[config.mk]
export PLATFORM = sky130hd
export DESIGN_NAME = dup_tmr_boundary
export DESIGN_NICKNAME = d
export VERILOG_FILES = /design/src/rtl/dup_tmr_boundary.sv
export SDC_FILE = /design/constraint.sdc
export NUM_CORES = 1
export LEC_CHECK = 0
export ABC_AREA = 1
export ABC_CLOCK_PERIOD_IN_PS = 2500
export BUFFER_PORTS_ARGS = -buffer_cell sky130_fd_sc_hd__buf_2
export CAP_MARGIN = 15
export CORE_AREA = 5 5 186 188
export CTS_CLUSTER_DIAMETER = 80
export DETAILED_ROUTE_END_ITERATION = 8
export DIE_AREA = 0 0 191 193
export HOLD_SLACK_MARGIN = 0.15
export PLACE_DENSITY = 0.6
export SYNTH_ARGS = -nofsm -noshare
export SYNTH_HDL_FRONTEND = slang
export SYNTH_SLANG_ARGS = --single-unit
[constraint.sdc]
create_clock -name clk -period 2.5 [get_ports clk]
set_input_delay 0.25 -clock clk [delete_from_list [all_inputs] [get_ports clk]]
set_output_delay 0.25 -clock clk [all_outputs]
set_load 0.005 [all_outputs]
[src/rtl/dup_tmr_boundary.sv]
module dup_tmr_boundary #(
  parameter int DW = 32,
  parameter int AW = 32,
  parameter int CW = 4
) (
  input  logic                   clk,
  input  logic                   rst_n,
  input  logic                   ex_valid0,
  input  logic                   ex_valid1,
  input  logic [CW-1:0]          ex_ctrl0,
  input  logic [CW-1:0]          ex_ctrl1,
  input  logic [AW-1:0]          ex_rp0,
  input  logic [AW-1:0]          ex_rp1,
  input  logic                   ex_req0,
  input  logic                   ex_req1,
  input  logic                   ex_we0,
  input  logic                   ex_we1,
  input  logic [AW-1:0]          ex_addr0,
  input  logic [AW-1:0]          ex_addr1,
  input  logic [DW-1:0]          ex_wdata0,
  input  logic [DW-1:0]          ex_wdata1,
  input  logic [DW-1:0]          alu_res0,
  input  logic [DW-1:0]          alu_res1,
  output logic                   bus_req,
  output logic                   bus_we,
  output logic [AW-1:0]          bus_addr,
  output logic [DW-1:0]          bus_wdata,
  output logic [2:0]             ma_corrupt,
  output logic [2:0]             ma_valid,
  output logic [2:0][CW-1:0]     ma_ctrl,
  output logic [2:0][DW-1:0]     ma_res,
  output logic                   restart,
  output logic                   flush,
  output logic [AW-1:0]          restart_addr
);
  localparam int BW    = 3 + CW + 2*AW + DW;
  localparam int RP_LO = DW;
  localparam int CT_LO = DW + AW;
  localparam int VB    = DW + AW + CW;
  localparam int LW    = VB + 1;

  function automatic logic [LW-1:0] maj3(input logic [LW-1:0] a, b, c);
    return (a & b) | (a & c) | (b & c);
  endfunction

  wire [BW-1:0] bnd0 = {ex_valid0, ex_ctrl0, ex_rp0, ex_req0, ex_we0, ex_addr0, ex_wdata0};
  wire [BW-1:0] bnd1 = {ex_valid1, ex_ctrl1, ex_rp1, ex_req1, ex_we1, ex_addr1, ex_wdata1};

  logic cmp_a_mis, cmp_b_mis;
  assign cmp_a_mis = (bnd0 != bnd1);
  assign cmp_b_mis = |(bnd0 ^ bnd1);

  wire [LW-1:0] rec0 = {ex_valid0, ex_ctrl0, ex_rp0, alu_res0};
  wire [LW-1:0] rec1 = {ex_valid1, ex_ctrl1, ex_rp1, alu_res1};

  logic [2:0][LW-1:0] l_q;
  logic [2:0]         l_cor;
  logic [2:0][LW-1:0] v_rec;
  logic [2:0]         v_cor;
  logic [2:0]         lane_bad;
  logic               lane_diff;

  for (genvar i = 0; i < 3; i++) begin : g_lane
    wire [LW-1:0] src = (i == 1) ? rec1 : rec0;
    wire          cor_d = src[VB] & (cmp_a_mis | cmp_b_mis);

    always_ff @(posedge clk) begin
      if (!rst_n || flush) begin
        l_q[i]   <= '0;
        l_cor[i] <= 1'b0;
      end else begin
        l_q[i]   <= src;
        l_cor[i] <= cor_d;
      end
    end

    assign v_rec[i]      = maj3(l_q[0], l_q[1], l_q[2]);
    assign v_cor[i]      = (l_cor[0] & l_cor[1]) | (l_cor[0] & l_cor[2]) | (l_cor[1] & l_cor[2]);
    assign lane_bad[i]   = v_rec[i][VB] & (v_cor[i] | lane_diff);
    assign ma_corrupt[i] = lane_bad[i];
    assign ma_valid[i]   = v_rec[i][VB] & ~lane_bad[i];
    assign ma_ctrl[i]    = v_rec[i][CT_LO +: CW];
    assign ma_res[i]     = v_rec[i][DW-1:0];
  end

  assign lane_diff    = (l_q[0] != l_q[1]);
  assign restart      = (lane_bad[0] & lane_bad[1]) | (lane_bad[0] & lane_bad[2]) | (lane_bad[1] & lane_bad[2]);
  assign flush        = restart;
  assign restart_addr = v_rec[0][RP_LO +: AW];

  assign bus_req   = ex_valid0 & ex_req0 & ~(cmp_a_mis | cmp_b_mis) & ~restart;
  assign bus_we    = ex_we0;
  assign bus_addr  = ex_addr0;
  assign bus_wdata = ex_wdata0;

  a_r2_no_bus_on_ctrl_mismatch: assert property (@(posedge clk) disable iff (!rst_n)
    (ex_ctrl0 != ex_ctrl1) |-> !bus_req);

  a_r4_mismatch_restarts: assert property (@(posedge clk) disable iff (!rst_n)
    (ex_valid0 && ex_valid1 && ex_ctrl0 != ex_ctrl1 && !restart) |=> (restart && ma_corrupt == 3'b111));

  a_r6_single_pulse: assert property (@(posedge clk) disable iff (!rst_n)
    restart |=> !restart);

  a_r6_no_bus_while_restart: assert property (@(posedge clk) disable iff (!rst_n)
    restart |-> !bus_req);

  a_r5_result_after_bus: assert property (@(posedge clk) disable iff (!rst_n)
    bus_req |=> (ma_res[1] == $past(alu_res0)));

  a_r9_invalid_quiet: assert property (@(posedge clk) disable iff (!rst_n)
    (!ex_valid0 && !ex_valid1) |=> (!restart && ma_corrupt == 3'b000));
endmodule

==> metrics.md, run 1 <==
| Metric | Value |
|---|---|
| RSZ-0062 raised after global routing | yes |
| Synth Warn # | 0 |
| Clock Path Buffers | 2 |
| Int Power | 4640 uW |
| Clk_skew | 9.43 ps |
| R2R cell count | 14 |
| Placed Area | 11100 sq um |
| Final Core Density | 40.9% |
| Worst vdd ir | 0.418 mV |
| Vias in the first global route | 9417 |
| Die width | 191 um |
| DR pass1 iterations | 5 |
| Setup WS post-layout | -1.77 ps |
| Clock Sinks | 139 |
| Largest net degree at the start of global routing | 72 |
| Input/output buffers | 485 |
| Largest cells by area after synthesis | dfxtp_1, nand2_1, buf_4 |
| EDFF count, synth | 0 |
| Top-count cell post-synth | nand2_1 |
| Crit path time final | 2500 ps |
| Initial antenna violation count | 5 |
| Starting DRT DRC Count | 372 |
| TritonCTS clock tree | built |
| Share of cells above drive strength 1 | 36.3% |
| Net Switching | 1970 uW |
| Req. time, crit path | 2250 ps |
| Worst-Margin Slew | 538 ps |
| Hpwl dp | 29900 um |
| Vias per cell | 4.06 |
| Sw frac | 29.8% |
| Worst setup SP type | flop |
| Number of max-cap violations | 0 |
| GRT Util Overall | 18.6% |
| Detailed-route via count | 9558 |
| Period utilisation layout | 100% |
| Critical R2R Launch | l_q[161] |
| Clk network pwr share | 37.5% |
| Crit path to | ma_corrupt[1] |
| Mean post-synth cell area | 6.63 sq um |
| Design area | 13500 sq um |
| Die Y | 193 um |
| Logic gate share of total power | 26.1% |
| Yosys top cell area share | 30.1% |
| Leakage | 0.00808 uW |
| Netlist cell types | 22 |
| Yosys top cell by area | dfxtp_1 |
| Number of cell rows | 67 |
| Core Box Area | 32900 sq um |
| Total Wirelength | 36500 um |
| Post-placement setup slack | 54.2 ps |
| Final Max Slew Viols | 0 |
| Post-Synthesis Cell Area | 9250 sq um |
| Status | complete, but fails checks |
| Post-Syn Nets | 1737 |
| Mapped Cells | 1396 |
| Failing checks | setup timing |
| Final setup viols | 2 |
| Ys flop type | dfxtp_1 |
| Crit Path Class | flop to output port |
| Cell Count Post-Placement | 2176 |
| Num CTS Buffers | 17 |
| Clk_lat worst skew | 420 ps |
| Die area | 36900 sq um |
| Seq cells post-synth | 139 |
| Crit-path max FO | 5 |
| Non-filler instance count after layout | 2356 |
| Clock slew at reported path FFs | 60 ps |
| Fmax | 400 MHz |
| # nets final | 2234 |
| Sequential share of power | 36.5% |
| Worst r2r dst | l_q[160] |
| H-tree depth | 4 |
| Worst min-delay path class | input port to flop |
| Synth cell count leaders | nand2_1, nor2_1, inv_1, buf_4, dfxtp_1 |
| Final ANT Viol Nets | 0 |
| Area Growth Syn to Fin | 45.7% |
| R2R setup slack | 190 ps |
| CP endpoint kind | output port |
| Final hold vios | 0 |
| Starting Density | 28.1% |
| Post-route DRC | 0 |
| Arr. time, crit path | 2250 ps |
| Seq/Total Area, Yosys | 30.1% |
| # IOs | 486 |
| First-pass GRT wire length | 51300 um |
| Grt total ovfl | 0 |
| Ys async rst share | 0% |
| Routed length per instance | 15.5 um |
| Root buffer cell | clkbuf_16 |
| Tot Pwr | 6620 uW |
| Slew headroom | 63.8% |
| Pwr Density | 491 nW/um^2 |
| Placer congestion estimate | 0.903 |
| CP Launch Point | l_q[161] |
[flip-flops by register name, indices dropped and copies added, names as in the netlist]
name   flops
l_cor      1
l_q      138
[power groups by stage]
stage	Clock (uW)	Sequential, uW	Combinational, uW
after floorplan	0	2440	908
final	2480	2410	1730
after detailed placement	0	2450	1480
after global placement	0	2440	1470
after global routing	2660	2430	1920
after CTS	2540	2400	1680
[worst max-delay path: stages, from the launching register on]
cell and delay [ps]:
dfxtp_1 300, ha_1 280, nor2_1 110, nand2_1 140, nor2_2 140, nand2_2 90, nor2_4 120, nand3_4 90
nand2_4 90, buf_6 100, clkinvlp_4 180, buf_2 190
[how the worst min path moves through the flow]
stage                       startpoint  cells past startpoint  endpoint
after CTS                        rst_n                      3  l_cor[2]
after detailed placement  alu_res1[31]                      3  l_q[100]
after global placement    alu_res1[30]                      3   l_q[99]
final                            rst_n                      3  l_cor[2]
after global routing             rst_n                      3  l_cor[2]
after floorplan           alu_res1[31]                      2  l_q[100]
[metrics by stage]
stage	hold WS, ps	TNS (ps)
after detailed placement	470	0
after global routing	191	-766
final	200	-2.11
after CTS	162	-720
after global placement	469	0
after floorplan	362	0
[cell type report]
class | count | area (sq um)
Timing Repair Buffer | 635 | 3980
Sequential cell | 139 | 2790
Clock buffer | 19 | 433
Fill cell | 3336 | 19500
Tap cell | 448 | 561
Multi-Input combinational cell | 854 | 4640
Clock inverter | 13 | 144
Inverter | 246 | 927
Antenna cell | 2 | 5.00
[layer usage]
metal	global-route usage, %	wire length (um)
met4	8.09	1270
met3	3.66	2430
met2	37.3	19600
met5	0	48
met1	18.5	13100
[placed cells by master, fill, tap and decap left out, types with 18 or more instances in the layout]
master	netlist	routed
nor2_1	254	231
clkbuf_16	0	18
dfxtp_1	139	131
buf_2	0	482
dlygate4sd3_1	0	140
ha_1	69	60
nor2_2	31	50
xnor2_1	21	21
inv_1	246	245
or2_2	68	68
nand2_1	353	345
[cell families after synthesis]
| logic type | Yosys count | synth area share (%) |
|---|---|---|
| compound gates | 8 | 0.433 |
| fa+ha+maj | 69 | 9.33 |
| simple gates | 742 | 34.3 |
| flops | 139 | 30.1 |
| buf+inv | 403 | 22.6 |
| xor+xnor | 35 | 3.31 |
[what timing repair did]
action | in CTS | in global routing
hold buffers | 140 | 0
endpoints found under the setup margin | 9 | 116
endpoints found under the hold margin | 139 | 0
buffers inserted | 4 | 1
pin swaps | 9 | 36
gates cloned | 0 | 1
gates resized for setup | 14 | 51
No activity file was read; power rests on OpenSTA's default activity.
==> run 2: changes to the inputs <==
- ABC_CLOCK_PERIOD_IN_PS: 2500 -> 2000
- CORE_AREA: 5 5 186 188 -> 5 5 184 186
- DIE_AREA: 0 0 191 193 -> 0 0 189 191
- PLACE_DENSITY: 0.6 -> 0.62
- clock period: 2.5 -> 2 ns (I/O delays scaled with it)
==> run 2 against run 1 <==
Against the previous run: hold slack improved by 2.2 ps; critical endpoint is now flush; power rose by 31%; die area fell by 2.1%; the flow still finishes with violations (setup timing).
==> metrics.md, run 2 (same netlist as run 1, synthesis figures left out) <==
| Metric | Value |
|---|---|
| Vias in the first global route | 10100 |
| Clk_skew | 12.8 ps |
| Core Box Area | 32100 sq um |
| Largest net degree at the start of global routing | 17 |
| Routed length per instance | 17.2 um |
| Slowest-stage cell, CP | dfxtp_1 |
| Commonest non-fill, non-tap cell in the layout | buf_2 |
| Top reg by flops | l_q |
| DR pass1 iterations | 6 |
| Grt total ovfl | 0 |
| Input/output buffers | 485 |
| H-tree depth | 4 |
| Top cell family by delay on the critical path | simple AND/OR/NAND/NOR gates |
| Crit path time final | 2500 ps |
| Number of cell rows | 66 |
| Total Wirelength | 40600 um |
| Crit-path max FO | 5 |
| Hpwl dp | 30600 um |
| Leakage | 0.00843 uW |
| CP endpoint kind | output port |
| Clock slew at reported path FFs | 70 ps |
| Area Growth Syn to Fin | 59.4% |
| Crit Path Class | flop to output port |
| Placed Area | 11200 sq um |
| Worst vdd ir | 0.474 mV |
| Most frequent cells in the layout | buf_2, nand2_1, inv_1 |
| CP Buf/Inv Count | 2 |
| Clock Sinks | 139 |
| Fmax | 399 MHz |
| Met3 WL | 2480 um |
| Largest stage delay, worst path | 330 ps |
| Req. time, crit path | 1800 ps |
| Pwr Density | 590 nW/um^2 |
| Status | complete, but fails checks |
| Non-filler instance count after layout | 2358 |
| Final hold vios | 0 |
| Die area | 36100 sq um |
| TritonCTS clock tree | built |
| Final setup viols | 148 |
| Post-placement setup slack | -292 ps |
| # IOs | 486 |
| GRT Util Overall | 20.9% |
| RSZ-0062 raised after global routing | yes |
| Largest registers | l_q x138, l_cor x1 |
| Number of max-cap violations | 0 |
| Arr. time, crit path | 2300 ps |
| # nets final | 2269 |
| Detailed-route via count | 10100 |
| Worst-Margin Slew | 508 ps |
| Post-route DRC | 0 |
| Num CTS Buffers | 17 |
| Die width | 189 um |
| Tot Pwr | 8700 uW |
| Final ANT Viol Nets | 0 |
| Failing checks | setup timing |
| Max reg flops | 138 |
| Cell Chain, Critical Path | ha_1, nor2_1, nand2_1, nor2_2, nand2_2, nor2_4, nand3_4, nand2_8, clkinvlp_4, buf_2 |
| First-pass GRT wire length | 56300 um |
| Final Max Slew Viols | 0 |
| Worst min-delay path class | input port to flop |
| Wl on met1 | 14200 um |
| Share of cells above drive strength 1 | 42.3% |
| Hold WS | 202 ps |
| Die Y | 191 um |
| Clock Path Buffers | 2 |
| DR WL met2 | 22400 um |
| Design area | 14700 sq um |
| Initial antenna violation count | 10 |
| Slew headroom | 66.0% |
| Root buffer cell | clkbuf_16 |
| Setup WS post-layout | -504 ps |
| Vias per cell | 4.26 |
| Clk_lat worst skew | 430 ps |
| Starting Density | 28.8% |
| Placer congestion estimate | 0.855 |
| Starting DRT DRC Count | 293 |
| Worst setup SP type | flop |
| Top layer in use | met5 |
| Period utilisation layout | 125% |
| Cell Count Post-Placement | 2151 |
## run 2: changes by cell type in the layout (fill, tap and decap cells not counted), moves of 5 or more
cell     change
buf_6        +5
buf_12      +13
nor2_4      +90
dfxtp_1      -8
diode_2      +7
nor2_1      -83
buf_16       +6
nor2_2       -7
dfxtp_2      +8
buf_4        +8
## run 2: area by class of cell
type	instances	area [sq um]
tap	408	510
sequential	139	2800
antenna	9	22.5
fill	3055	17400
clock buffer	18	429
multi-input combinational	856	5390
clock inverter	14	136
inverter	246	927
timing repair buffer	668	4520
## run 2: where the power goes
part / internal (uW) / leakage, uW / switching [uW] / total (uW)
Clock: 1740 / 0.000269 / 1340 / 3070
Sequential: 2940 / 0.00116 / 83.7 / 3030
Combinational: 1240 / 0.00701 / 1360 / 2600
Total: 5920 / 0.00843 / 2780 / 8700
## run 2: metal layers
layer / global-route usage [%] / vias to the layer above
met2: 42.2 / 411
li1: - / 5018
met4: 8.52 / 4
met1: 20.5 / 4540
met3: 4.16 / 82
met5: 0 / -
## run 2: repair_timing
action	CTS	global route
endpoints found under the setup margin	147	148
hold buffers	138	0
pin swaps	3	49
buffers inserted	17	10
gates resized for setup	50	236
endpoints found under the hold margin	139	0
gates cloned	14	0
## run 2: worst register-to-register path: stages (launching register included)
cell and delay (ps):
dfxtp_1 330, ha_1 310, nor2_1 150, nand2_1 100
nor2_2 120, nand2_2 100, nor2_4 120, nand3_4 110
nand2_8 100, buf_4 110, buf_6 80, buf_6 90
buf_8 130, nand2_8 100, buf_12 180, buf_16 140
nor2_1 110
## run 2: metrics by stage
step	utilization [%]	setup TNS, ps
final	45.9	-50810
after detailed placement	35.0	-29120
after global placement	35.0	-24300
after CTS	43.4	-51160
after global routing	45.9	-64360
after floorplan	-	0
## run 2: worst paths after layout
path / from / to / slack, ps / cells past startpoint
setup / recovery: l_q[194] / flush / -500 / 10
hold / removal: rst_n / l_q[137] / 200 / 3
setup reg to reg: l_q[194] / l_q[123] / -420 / 16
hold reg to reg: l_q[206] / l_q[206] / 1280 / 10
